## config.mk

```make
export PLATFORM = sky130hd
export DESIGN_NAME = pll_cfg_search
export DESIGN_NICKNAME = d
export VERILOG_FILES = /design/src/rtl/pll_search_pkg.sv /design/src/rtl/pll_cand_seq.sv /design/src/rtl/pll_cand_eval.sv /design/src/rtl/pll_best_track.sv /design/src/rtl/pll_filter_sel.sv /design/src/rtl/pll_cfg_search.sv
export SDC_FILE = /design/constraint.sdc
export NUM_CORES = 1
export LEC_CHECK = 0
export BUFFER_PORTS_ARGS = -buffer_cell sky130_fd_sc_hd__buf_2
export CORE_MARGIN = 2
export CORE_UTILIZATION = 49
export CTS_CLUSTER_SIZE = 30
export DETAILED_ROUTE_END_ITERATION = 8
export PLACE_DENSITY = 0.64
export SYNTH_ARGS = -nofsm -noshare
export SYNTH_HDL_FRONTEND = slang
export SYNTH_SLANG_ARGS = --single-unit
```

## constraint.sdc

```tcl
create_clock -name clk -period 13.75 [get_ports clk]
set_clock_uncertainty 0.1 [all_clocks]
set_input_delay 0.6875 -clock clk [delete_from_list [all_inputs] [get_ports clk]]
set_output_delay 0.6875 -clock clk [all_outputs]
set_load 0.02 [all_outputs]
```

## src/rtl/pll_search_pkg.sv

```systemverilog
package pll_search_pkg;

  typedef enum logic [1:0] {
    S_IDLE = 2'd0,
    S_RUN  = 2'd1,
    S_FIN  = 2'd2
  } srch_state_t;

  localparam int FILT_W   = 3;
  localparam int CFG_W    = 32;
  localparam int FILT_LSB = 24;
  localparam int FILT_FW  = 8;
  localparam int MUL_LSB  = 16;
  localparam int PRE_BIT  = 8;
  localparam int POST_LSB = 0;

  localparam int BAND_LO = 10;
  localparam int BAND_HI = 200;

endpackage

```

## src/rtl/pll_cand_seq.sv

```systemverilog
module pll_cand_seq #(
  parameter int MUL_W = 8,
  parameter int D2_W  = 3
) (
  input  logic             clk,
  input  logic             rst,
  input  logic             load,
  input  logic             step,
  output logic [MUL_W-1:0] m,
  output logic             d1,
  output logic [D2_W-1:0]  d2,
  output logic             last
);

  logic m_wrap;
  logic d2_wrap;

  assign m_wrap  = (m == {MUL_W{1'b1}});
  assign d2_wrap = (d2 == '0);
  assign last    = m_wrap && d2_wrap && !d1;

  always_ff @(posedge clk) begin
    if (rst) begin
      m  <= '0;
      d1 <= 1'b1;
      d2 <= {D2_W{1'b1}};
    end else if (load) begin
      m  <= '0;
      d1 <= 1'b1;
      d2 <= {D2_W{1'b1}};
    end else if (step) begin
      m <= m + 1'b1;
      if (m_wrap) begin
        if (d2_wrap) begin
          d2 <= {D2_W{1'b1}};
          d1 <= 1'b0;
        end else begin
          d2 <= d2 - 1'b1;
        end
      end
    end
  end

  // the post-divider only moves downward while the pre-divider holds
  a_r2_post_descends: assert property (@(posedge clk) disable iff (rst)
    (step && !load && m_wrap && !d2_wrap) |=> (d2 < $past(d2)));

endmodule

```

## src/rtl/pll_cand_eval.sv

```systemverilog
module pll_cand_eval #(
  parameter int PAR_W = 32,
  parameter int TGT_W = 32,
  parameter int MUL_W = 8,
  parameter int D2_W  = 3
) (
  input  logic [PAR_W-1:0] par,
  input  logic [TGT_W-1:0] tgt,
  input  logic [MUL_W-1:0] m,
  input  logic             d1,
  input  logic [D2_W-1:0]  d2,
  output logic             fits,
  output logic             exact,
  output logic [TGT_W-1:0] err,
  output logic [TGT_W-1:0] freq
);

  localparam int MP1_W = MUL_W + 1;
  localparam int PRD_W = PAR_W + MP1_W;
  localparam int SH_W  = D2_W + 1;

  logic [MP1_W-1:0] mp1;
  logic [PRD_W-1:0] prod;
  logic [PRD_W-1:0] shifted;
  logic [SH_W-1:0]  sh;

  assign mp1     = {1'b0, m} + MP1_W'(1);
  assign prod    = PRD_W'(par) * PRD_W'(mp1);
  assign sh      = {1'b0, d2} + SH_W'(d1);
  assign shifted = prod >> sh;
  assign fits    = (shifted <= PRD_W'(tgt));
  assign freq    = shifted[TGT_W-1:0];
  assign err     = tgt - freq;
  assign exact   = fits && (err == '0);

endmodule

```

## src/rtl/pll_best_track.sv

```systemverilog
module pll_best_track #(
  parameter int TGT_W = 32,
  parameter int MUL_W = 8,
  parameter int D2_W  = 3
) (
  input  logic             clk,
  input  logic             rst,
  input  logic             clear,
  input  logic             valid,
  input  logic             fits,
  input  logic [TGT_W-1:0] err,
  input  logic [TGT_W-1:0] freq,
  input  logic [MUL_W-1:0] m,
  input  logic             d1,
  input  logic [D2_W-1:0]  d2,
  output logic             found,
  output logic [TGT_W-1:0] best_err,
  output logic [TGT_W-1:0] best_freq,
  output logic [MUL_W-1:0] best_m,
  output logic             best_d1,
  output logic [D2_W-1:0]  best_d2
);

  logic take;

  assign take = valid && fits && (!found || (err < best_err));

  always_ff @(posedge clk) begin
    if (rst || clear) begin
      found     <= 1'b0;
      best_err  <= '0;
      best_freq <= '0;
      best_m    <= '0;
      best_d1   <= 1'b0;
      best_d2   <= '0;
    end else if (take) begin
      found     <= 1'b1;
      best_err  <= err;
      best_freq <= freq;
      best_m    <= m;
      best_d1   <= d1;
      best_d2   <= d2;
    end
  end

  // once a fit exists, the stored error never grows within a search
  a_r3_err_shrinks: assert property (@(posedge clk) disable iff (rst)
    ($past(found) && found) |-> (best_err <= $past(best_err)));

endmodule

```

## src/rtl/pll_filter_sel.sv

```systemverilog
module pll_filter_sel
  import pll_search_pkg::*;
#(
  parameter int MHZ_W = 12
) (
  input  logic [MHZ_W-1:0]  mhz,
  input  logic              d1,
  output logic [FILT_W-1:0] code,
  output logic              warn
);

  logic [MHZ_W-1:0] f;

  assign f = mhz >> d1;

  always_comb begin
    if      (f >= MHZ_W'(166)) code = 3'd7;
    else if (f >= MHZ_W'(104)) code = 3'd6;
    else if (f >= MHZ_W'(65))  code = 3'd5;
    else if (f >= MHZ_W'(42))  code = 3'd4;
    else if (f >= MHZ_W'(26))  code = 3'd3;
    else if (f >= MHZ_W'(16))  code = 3'd2;
    else if (f >= MHZ_W'(10))  code = 3'd1;
    else                       code = 3'd0;
  end

  assign warn = (f < MHZ_W'(BAND_LO)) || (f > MHZ_W'(BAND_HI));

endmodule

```

## src/rtl/pll_cfg_search.sv

```systemverilog
module pll_cfg_search
  import pll_search_pkg::*;
#(
  parameter int PAR_W = 32,
  parameter int TGT_W = 32,
  parameter int MHZ_W = 12,
  parameter int MUL_W = 8,
  parameter int D2_W  = 3
) (
  input  logic              clk,
  input  logic              rst,
  input  logic              start,
  input  logic [PAR_W-1:0]  parent_hz,
  input  logic [MHZ_W-1:0]  parent_mhz,
  input  logic [TGT_W-1:0]  target_hz,
  output logic              done,
  output logic              no_fit,
  output logic              band_warn,
  output logic [MUL_W-1:0]  mul_o,
  output logic              pre_o,
  output logic [D2_W-1:0]   post_o,
  output logic [FILT_W-1:0] filt_o,
  output logic [CFG_W-1:0]  cfg_word,
  output logic [TGT_W-1:0]  ach_hz
);

  srch_state_t state_q;

  logic [PAR_W-1:0] par_q;
  logic [TGT_W-1:0] tgt_q;
  logic [MHZ_W-1:0] mhz_q;

  logic             seq_load;
  logic             seq_step;
  logic [MUL_W-1:0] c_m;
  logic             c_d1;
  logic [D2_W-1:0]  c_d2;
  logic             c_last;

  logic             c_fits;
  logic             c_exact;
  logic [TGT_W-1:0] c_err;
  logic [TGT_W-1:0] c_freq;

  logic             b_found;
  logic [TGT_W-1:0] b_err;
  logic [TGT_W-1:0] b_freq;
  logic [MUL_W-1:0] b_m;
  logic             b_d1;
  logic [D2_W-1:0]  b_d2;

  logic [FILT_W-1:0] f_code;
  logic              f_warn;
  logic [CFG_W-1:0]  packed_w;

  logic running;
  logic finish;

  assign running  = (state_q == S_RUN);
  assign finish   = running && (c_exact || c_last);
  assign seq_load = (state_q == S_IDLE) && start;
  assign seq_step = running && !finish;

  pll_cand_seq #(.MUL_W(MUL_W), .D2_W(D2_W)) u_seq (
    .clk  (clk),
    .rst  (rst),
    .load (seq_load),
    .step (seq_step),
    .m    (c_m),
    .d1   (c_d1),
    .d2   (c_d2),
    .last (c_last)
  );

  pll_cand_eval #(.PAR_W(PAR_W), .TGT_W(TGT_W), .MUL_W(MUL_W), .D2_W(D2_W)) u_eval (
    .par   (par_q),
    .tgt   (tgt_q),
    .m     (c_m),
    .d1    (c_d1),
    .d2    (c_d2),
    .fits  (c_fits),
    .exact (c_exact),
    .err   (c_err),
    .freq  (c_freq)
  );

  pll_best_track #(.TGT_W(TGT_W), .MUL_W(MUL_W), .D2_W(D2_W)) u_best (
    .clk       (clk),
    .rst       (rst),
    .clear     (seq_load),
    .valid     (running),
    .fits      (c_fits),
    .err       (c_err),
    .freq      (c_freq),
    .m         (c_m),
    .d1        (c_d1),
    .d2        (c_d2),
    .found     (b_found),
    .best_err  (b_err),
    .best_freq (b_freq),
    .best_m    (b_m),
    .best_d1   (b_d1),
    .best_d2   (b_d2)
  );

  pll_filter_sel #(.MHZ_W(MHZ_W)) u_filt (
    .mhz  (mhz_q),
    .d1   (b_d1),
    .code (f_code),
    .warn (f_warn)
  );

  always_comb begin
    packed_w = '0;
    packed_w[FILT_LSB +: FILT_FW] = FILT_FW'(f_code);
    packed_w[MUL_LSB +: MUL_W]    = b_m;
    packed_w[PRE_BIT]             = b_d1;
    packed_w[POST_LSB +: D2_W]    = b_d2;
  end

  always_ff @(posedge clk) begin
    if (rst) begin
      state_q <= S_IDLE;
      par_q   <= '0;
      tgt_q   <= '0;
      mhz_q   <= '0;
    end else begin
      case (state_q)
        S_IDLE: if (start) begin
          par_q   <= parent_hz;
          tgt_q   <= target_hz;
          mhz_q   <= parent_mhz;
          state_q <= S_RUN;
        end
        S_RUN:   if (finish) state_q <= S_FIN;
        S_FIN:   state_q <= S_IDLE;
        default: state_q <= S_IDLE;
      endcase
    end
  end

  always_ff @(posedge clk) begin
    if (rst) begin
      done      <= 1'b0;
      no_fit    <= 1'b0;
      band_warn <= 1'b0;
      mul_o     <= '0;
      pre_o     <= 1'b0;
      post_o    <= '0;
      filt_o    <= '0;
      cfg_word  <= '0;
      ach_hz    <= '0;
    end else begin
      done <= 1'b0;
      if (state_q == S_FIN) begin
        done   <= 1'b1;
        no_fit <= !b_found;
        if (b_found) begin
          band_warn <= f_warn;
          mul_o     <= b_m;
          pre_o     <= b_d1;
          post_o    <= b_d2;
          filt_o    <= f_code;
          cfg_word  <= packed_w;
          ach_hz    <= b_freq;
        end else begin
          band_warn <= 1'b0;
          mul_o     <= '0;
          pre_o     <= 1'b0;
          post_o    <= '0;
          filt_o    <= '0;
          cfg_word  <= '0;
          ach_hz    <= '0;
        end
      end
    end
  end

  // done never stays high for two cycles
  a_r9_done_single: assert property (@(posedge clk) disable iff (rst)
    done |=> !done);

  // an empty result carries only zeros
  a_r5_nofit_zero: assert property (@(posedge clk) disable iff (rst)
    (done && no_fit) |-> (cfg_word == '0 && ach_hz == '0 && mul_o == '0 && !band_warn));

  // a reported frequency never exceeds the captured target
  a_r3_undershoot: assert property (@(posedge clk) disable iff (rst)
    (done && !no_fit) |-> (ach_hz <= tgt_q));

  // a band warning only occurs at the extreme filter codes
  a_r7_warn_code: assert property (@(posedge clk) disable iff (rst)
    (done && band_warn) |-> (filt_o == 3'd0 || filt_o == 3'd7));

  // an exact hit leads straight to the result cycle
  a_r4_exact_stop: assert property (@(posedge clk) disable iff (rst)
    (running && c_exact) |=> (state_q == S_FIN && b_err == '0));

endmodule

```

## After elaboration in Yosys (flattened, before gate mapping)

Index checks and enable logic that the tools add are counted.

| storage, ports and cells | value |
|---|---|
| flip-flop bits (word level) | 249 |
| bits in latches | 0 |
| RAM bits | 0 |
| memory bits (read-only) | 0 |
| input bits | 79 |
| word-level logic and storage cells | 88 |
| memories kept | 0 |

| cells by class | value |
|---|---|
| add/subtract/negate cells | 5 |
| multipliers | 1 |
| div/mod/pow operators | 0 |
| magnitude comparators | 11 |
| equal/unequal tests | 5 |
| shift operators | 2 |
| muxes and demuxes | 19 |
| bitwise gates (word level) | 0 |
| reductions and logical operators | 23 |

Operators with widths:

| kind | count |
|---|---|
| $le 41x32->1 | 1 |
| $mul 32x9->41 | 1 |
| $shr 41x4->41 | 1 |
| $logic_not 32->1 | 1 |
| $lt 32x32->1 | 1 |
| $mux 32 | 1 |
| $sub 32x32->32 | 1 |
| $mux 27 | 1 |
| $mux 3 | 9 |
| $ge 12x5->1 const B | 2 |
| $ge 12x7->1 const B | 2 |
| $ge 12x4->1 const B | 1 |
| $ge 12x6->1 const B | 1 |
| $ge 12x8->1 const B | 1 |
| $gt 12x8->1 const B | 1 |
| $lt 12x4->1 const B | 1 |
| $shr 12x1->12 | 1 |
| $add 8x1->9 const B | 1 |
| $add 8x1->8 const B | 1 |
| $eq 8x8->1 const B | 1 |
| $logic_and 1x1->1 | 8 |
| $mux 8 | 1 |
| $reduce_and 2->1 | 3 |
| $add 3x1->4 | 1 |
| other kinds (14) | 23 |

## Longest topological paths before layout

| logic depth | value |
|---|---|
| depth after elaboration | 11 |
| gate-level depth with buffers | 57 |

## Hierarchy

A second synthesis with hierarchy kept.

| second synthesis, totals | value |
|---|---|
| cells, all modules | 3392 |
| area, all modules | 26355.3 sq um |

Modules (own cells, without submodules):

| module | instances | cells an instance | area each (sq um) | seq. area each (sq um) |
|---|---|---|---|---|
| pll_cand_eval | 1 | 2197 | 16268.1 | 0.0 |
| pll_cfg_search | 1 | 594 | 4720.8 | 2562.5 |
| pll_best_track | 1 | 482 | 4440.5 | 1541.5 |
| pll_cand_seq | 1 | 67 | 583.1 | 240.2 |
| pll_filter_sel | 1 | 52 | 342.8 | 0.0 |

## Least setup slack after synthesis

Ideal clock, no wire load.

| timing path | value |
|---|---|
| path kind | reg2reg |
| from | register u_seq.m[0] |
| to | register u_best.best_d1 |
| library setup time | 128 ps |
| arrival | 11204 ps |
| data required time | 13522 ps |
| slack | 2319 ps |
| cell stages (with the launch flop) | 48 |
| path buffers | 5 |
| clock period less this slack | 11431 ps |
| cell sequence | dfxtp_1 -> ha_1 -> nand3_1 -> nor2_1 -> and3_1 -> clkbuf_1 -> clkbuf_1 -> nand2_1 -> fa_1 -> fa_1 -> inv_1 -> fa_1 -> inv_1 -> fa_1 -> inv_1 -> ha_1 -> a21o_2 -> a311oi_4 -> [... 12 more ...] -> or4b_1 -> or2_1 -> buf_2 -> xor2_1 -> ha_1 -> nor2b_1 -> o21ai_0 -> nand2b_1 -> a21oi_1 -> nor2b_1 -> o21ai_0 -> nand2b_1 -> a221o_1 -> a211oi_1 -> clkbuf_1 -> buf_1 -> mux2i_1 -> nor2_1 |

| between the ends | value |
|---|---|
| longest elaborated chain between the ends | 7 |

RTL lines:

| element | RTL line | text |
|---|---|---|
| start, declared | pll_cand_seq.sv:9 | `output logic [MUL_W-1:0] m,` |
| start signal, assigned | pll_cand_seq.sv:32 | `m <= m + 1'b1;` |
| $add 8x1->9 | pll_cand_eval.sv:27 | `assign mp1 = {1'b0, m} + MP1_W'(1);` |
| $mul 32x9->41 | pll_cand_eval.sv:28 | `assign prod = PRD_W'(par) * PRD_W'(mp1);` |
| $shr 41x4->41 | pll_cand_eval.sv:30 | `assign shifted = prod >> sh;` |
| $sub 32x32->32 | pll_cand_eval.sv:33 | `assign err = tgt - freq;` |
| net c_err[18] | pll_cfg_search.sv:42 | `logic [TGT_W-1:0] c_err;` |
| $lt 32x32->1 | pll_best_track.sv:26 | `assign take = valid && fits && (!found \|\| (err < best_err));` |
| $logic_or 1x1->1 | pll_best_track.sv:26 |  |
| $logic_and 1x1->1 | pll_best_track.sv:26 |  |
| end signal, assigned | pll_best_track.sv:34 | `best_d1 <= 1'b0;` |
| end signal, assigned | pll_best_track.sv:41 | `best_d1 <= d1;` |
| end, declared | pll_best_track.sv:20 | `output logic best_d1,` |

The timed path passes the listed nets, and every way through them passes these cells.
A chain may end at the register's enable or synchronous reset.

## Worst setup path after layout

| timing path | value |
|---|---|
| from | register u_seq.m[0] |
| to | register u_best.best_m[3] |

| between the ends | value |
|---|---|
| longest elaborated chain between the ends | 7 |

RTL lines:

| element | RTL line | text |
|---|---|---|
| $add 8x1->9 | pll_cand_eval.sv:27 |  |
| $mul 32x9->41 | pll_cand_eval.sv:28 |  |
| $shr 41x4->41 | pll_cand_eval.sv:30 |  |
| $sub 32x32->32 | pll_cand_eval.sv:33 |  |
| net c_err[25] | pll_cfg_search.sv:42 |  |
| $lt 32x32->1 | pll_best_track.sv:26 |  |
| $logic_or 1x1->1 | pll_best_track.sv:26 |  |
| $logic_and 1x1->1 | pll_best_track.sv:26 |  |
| end signal, assigned | pll_best_track.sv:40 | `best_m <= m;` |
| end, declared | pll_best_track.sv:19 | `output logic [MUL_W-1:0] best_m,` |

The timed path passes the listed nets, and every way through them passes these cells.

==> qor.txt <==
Synth Area in XOR/XNOR -> 1.59%
Routed via count -> 23600
Crit. End Element -> register
Pint -> 1.40 mW
Ports -> 161
Die W -> 231 µm
Synth warn -> 0
Rel. slew slack -> 17.1%
Register clock-pin slew on the reported worst setup and hold paths -> 0.07 ns
Crit Path Category -> reg -> reg
Leading cell type in the layout, fill and taps excluded -> nand2_1
Period utilisation layout -> 94.0%
I/O Buffers -> 143
Area Growth Syn to Fin -> 7.45%
Util after Layout -> 53.1%
Synth Area in Compound Gates -> 20.5%
Mean Syn Cell Area -> 7.83 µm²
Crit-path max cell delay -> 0.61 ns
Combinational Power Share -> 33.3%
Post-route DRC -> 0
Max Cap Viol -> 0
Worst-Margin Slew -> 1.24 ns
DR iter-0 viols -> 1839
Die area -> 53500 µm²
Clock sinks -> 217
Post-DP HPWL -> 61900 µm
Post-layout nets -> 3653
Pwr per Cell Area -> 82.4 nW/µm²
First-pass GRT wire length -> 129000 µm
Sw Pwr -> 0.837 mW
Post-synthesis simple-gate area fraction -> 23.9%
Hold Vio Cnt, Final -> 0
CP delay by family, top -> compound AO/OA/AOI/OAI gates
Clock power share -> 35.3%
Peak Freq -> 77.4 MHz
Cells after Synth -> 3234
Die Ht -> 231 µm
Initial Util -> 49.5%
Setup TNS Final -> 0 ns
Adder-cell share of the synthesized area -> 23.7%
Post-CTS Resized -> 0
Static leakage -> 11.3 nW
Slew Limit Fails -> 0
Vias in the first global route -> 23200
Slowest cell on crit path -> a221oi_1
Sequential share of power -> 31.4%
Post-synth ARST share -> 0%
Antenna violations before repair -> 0
Fraction of layout cells with a size suffix above 1 -> 10.4%
Largest family of logic cells by synthesized area -> simple AND/OR/NAND/NOR gates
DR pass1 iterations -> 8
Wirelength per Cell -> 20.6 µm
Largest net degree at the start of global routing -> 86
VDD IR max -> 0.000107 V
GPL Wtd Cong -> 0.998
Cts hold-fix bufs -> 0
Synth Flop Type -> dfxtp_1
CP startpoint kind -> register
Grt ovf -> 0
Critical path peak fanout -> 69
CTS tree -> yes
Synth Register Bits -> 217
Later-pin clock latency in the skew report -> 0.61 ns
Clk buf depth -> 3
Sequential-to-total area share from yosys stat -> 17.2%
Final min period -> 12.92 ns
Num CTS Buffers -> 26
Required time of the critical path -> 14.10 ns
GRT Util Overall -> 30.1%
Postcts setup bufs -> 0
Via density -> 6.02
CP Buf/Inv Count -> 4
Most frequent cells in the layout -> nand2_1, inv_1, a21oi_1
FP Rows -> 83
Post-synth EDFFs -> 0
Fillers -> 4896
RSZ-0062 raised after global routing -> false
Status -> complete, no violations
Core Region -> 51200 µm²
Type of the most critical hold path -> in -> reg
Diodes inserted -> 0
Synthesized area -> 25300 µm²
Multiplexer area fraction after synthesis -> 3.89%
Clk root buf -> clkbuf_16
Final Setup Violations -> 0
CTS H-tree depth -> 1
Final WL -> 80800 µm
Distinct cells, synth -> 116
Switching share of power -> 37.3%
Antenna Nets Post-Route -> 0
Arrival time at the worst endpoint -> 13.27 ns
-- registers in the layout, indices dropped and copies added (netlist names), 2 cells and up --
name,count
tgt_q,32
u_best.best_m,8
u_seq.m,8
ach_hz,32
filt_o,2
u_best.best_freq,32
mhz_q,12
u_seq.d2,3
mul_o,7
post_o,2
u_best.best_err,32
cfg_word,4
par_q,32
u_best.best_d2,3
state_q,2
-- worst min-delay path: cells and delay by family --
kind	cells	cell delay (ns)
buffers and inverters	1	0.10
AOI/OAI and AO/OA	1	0.05
and+or+nand+nor	1	0.04
-- synth_stat cells, drive strengths merged, types with 9 or more instances --
| cell type | count | area, µm² |
|---|---|---|
| o22ai | 13 | 95.1 |
| or2 | 11 | 68.8 |
| and3 | 23 | 144 |
| fa | 212 | 4240 |
| clkbuf | 147 | 552 |
| o21ai | 106 | 549 |
| a31oi | 27 | 184 |
| a2111oi | 13 | 126 |
| and4 | 13 | 114 |
| a21oi | 246 | 1270 |
| buf | 88 | 534 |
| a211o | 11 | 96.3 |
| xnor2 | 29 | 254 |
| xor2 | 17 | 149 |
| a22oi | 15 | 113 |
| nor4 | 20 | 140 |
| o21a | 28 | 210 |
| nor2b | 29 | 181 |
| a221o | 11 | 110 |
| nor3 | 46 | 235 |
| nand2 | 417 | 1570 |
| and2 | 189 | 1190 |
| mux2i | 85 | 851 |
| nor4b | 9 | 91.3 |
| nand2b | 42 | 263 |
| dfxtp | 217 | 4340 |
| o221ai | 14 | 135 |
| a311oi | 10 | 111 |
| inv | 336 | 1260 |
| a221oi | 10 | 118 |
| a21o | 27 | 211 |
| o211ai | 34 | 260 |
| o31ai | 14 | 115 |
| or3 | 22 | 153 |
| a21boi | 12 | 90.1 |
| or4 | 16 | 128 |
| o211a | 14 | 140 |
| nand3 | 102 | 521 |
| ha | 140 | 1750 |
| nor2 | 213 | 802 |
| nand4 | 42 | 315 |
| o2111ai | 10 | 87.6 |
| a211oi | 49 | 418 |
-- routing by layer --
layer,routed length [µm],global-route usage [%],vias up
li1,-,-,11000
met5,0,0,-
met4,2700,9.38,0
met2,38800,50.9,819
met3,4490,3.44,150
met1,34900,40.2,11600
-- cells by family (layout without fill, tap and decap cells) --
kind of cell	Yosys count	after routing
xor+xnor	46	46
flops	217	217
other cells	1	17
fa+ha+maj	352	352
simple gates	1210	1210
compound gates	742	742
buf+inv	572	564
mux	94	94
-- final cells by class --
cell class | count | area [µm²] | area share (%)
repair buffers | 179 | 1000 | 3.68
clock buffers | 28 | 678 | 2.49
multi-input cells | 2461 | 18800 | 69.0
flip-flops and latches | 217 | 4340 | 16.0
well taps | 680 | 851 | 3.13
inverters | 337 | 1260 | 4.65
clock inverters | 20 | 293 | 1.08
-- through the flow --
step	area, µm²	setup slack [ns]	hold WS (ns)	power, mW	std cells
CTS	27200	0.944	0.190	2.25	3922
global placement	26200	1.22	0.338	1.44	3874
global route	27200	0.0511	0.211	2.37	3922
floorplan	25400	2.32	0.331	1.25	3250
detailed placement	26200	0.996	0.343	1.45	3874
finish	27200	0.826	0.220	2.24	3922
-- worst paths after layout --
| kind | startpoint | to | slack [ns] | depth (start not counted) |
|---|---|---|---|---|
| min | parent_hz[4] | par_q[4]$_SDFFE_PP0P_ | 0.22 | 3 |
| max | u_seq.m[0]$_SDFFE_PP0N_ | u_best.best_m[3]$_SDFFE_PP0P_ | 0.83 | 47 |
| min reg2reg | ach_hz[18]$_SDFFE_PP0P_ | ach_hz[18]$_SDFFE_PP0P_ | 0.35 | 2 |
| max reg2reg | u_seq.m[0]$_SDFFE_PP0N_ | u_best.best_m[3]$_SDFFE_PP0P_ | 0.83 | 47 |
-- power groups by stage --
stage          Clock, mW  Sequential, mW  Combinational, mW
5_1_grt            0.832           0.708              0.828
3_3_place_gp           0           0.716              0.720
6_report           0.792           0.704              0.746
2_1_floorplan          0           0.689              0.560
4_1_cts            0.810           0.702              0.739
3_5_place_dp           0           0.716              0.731
(Power assumes the default switching activity.)
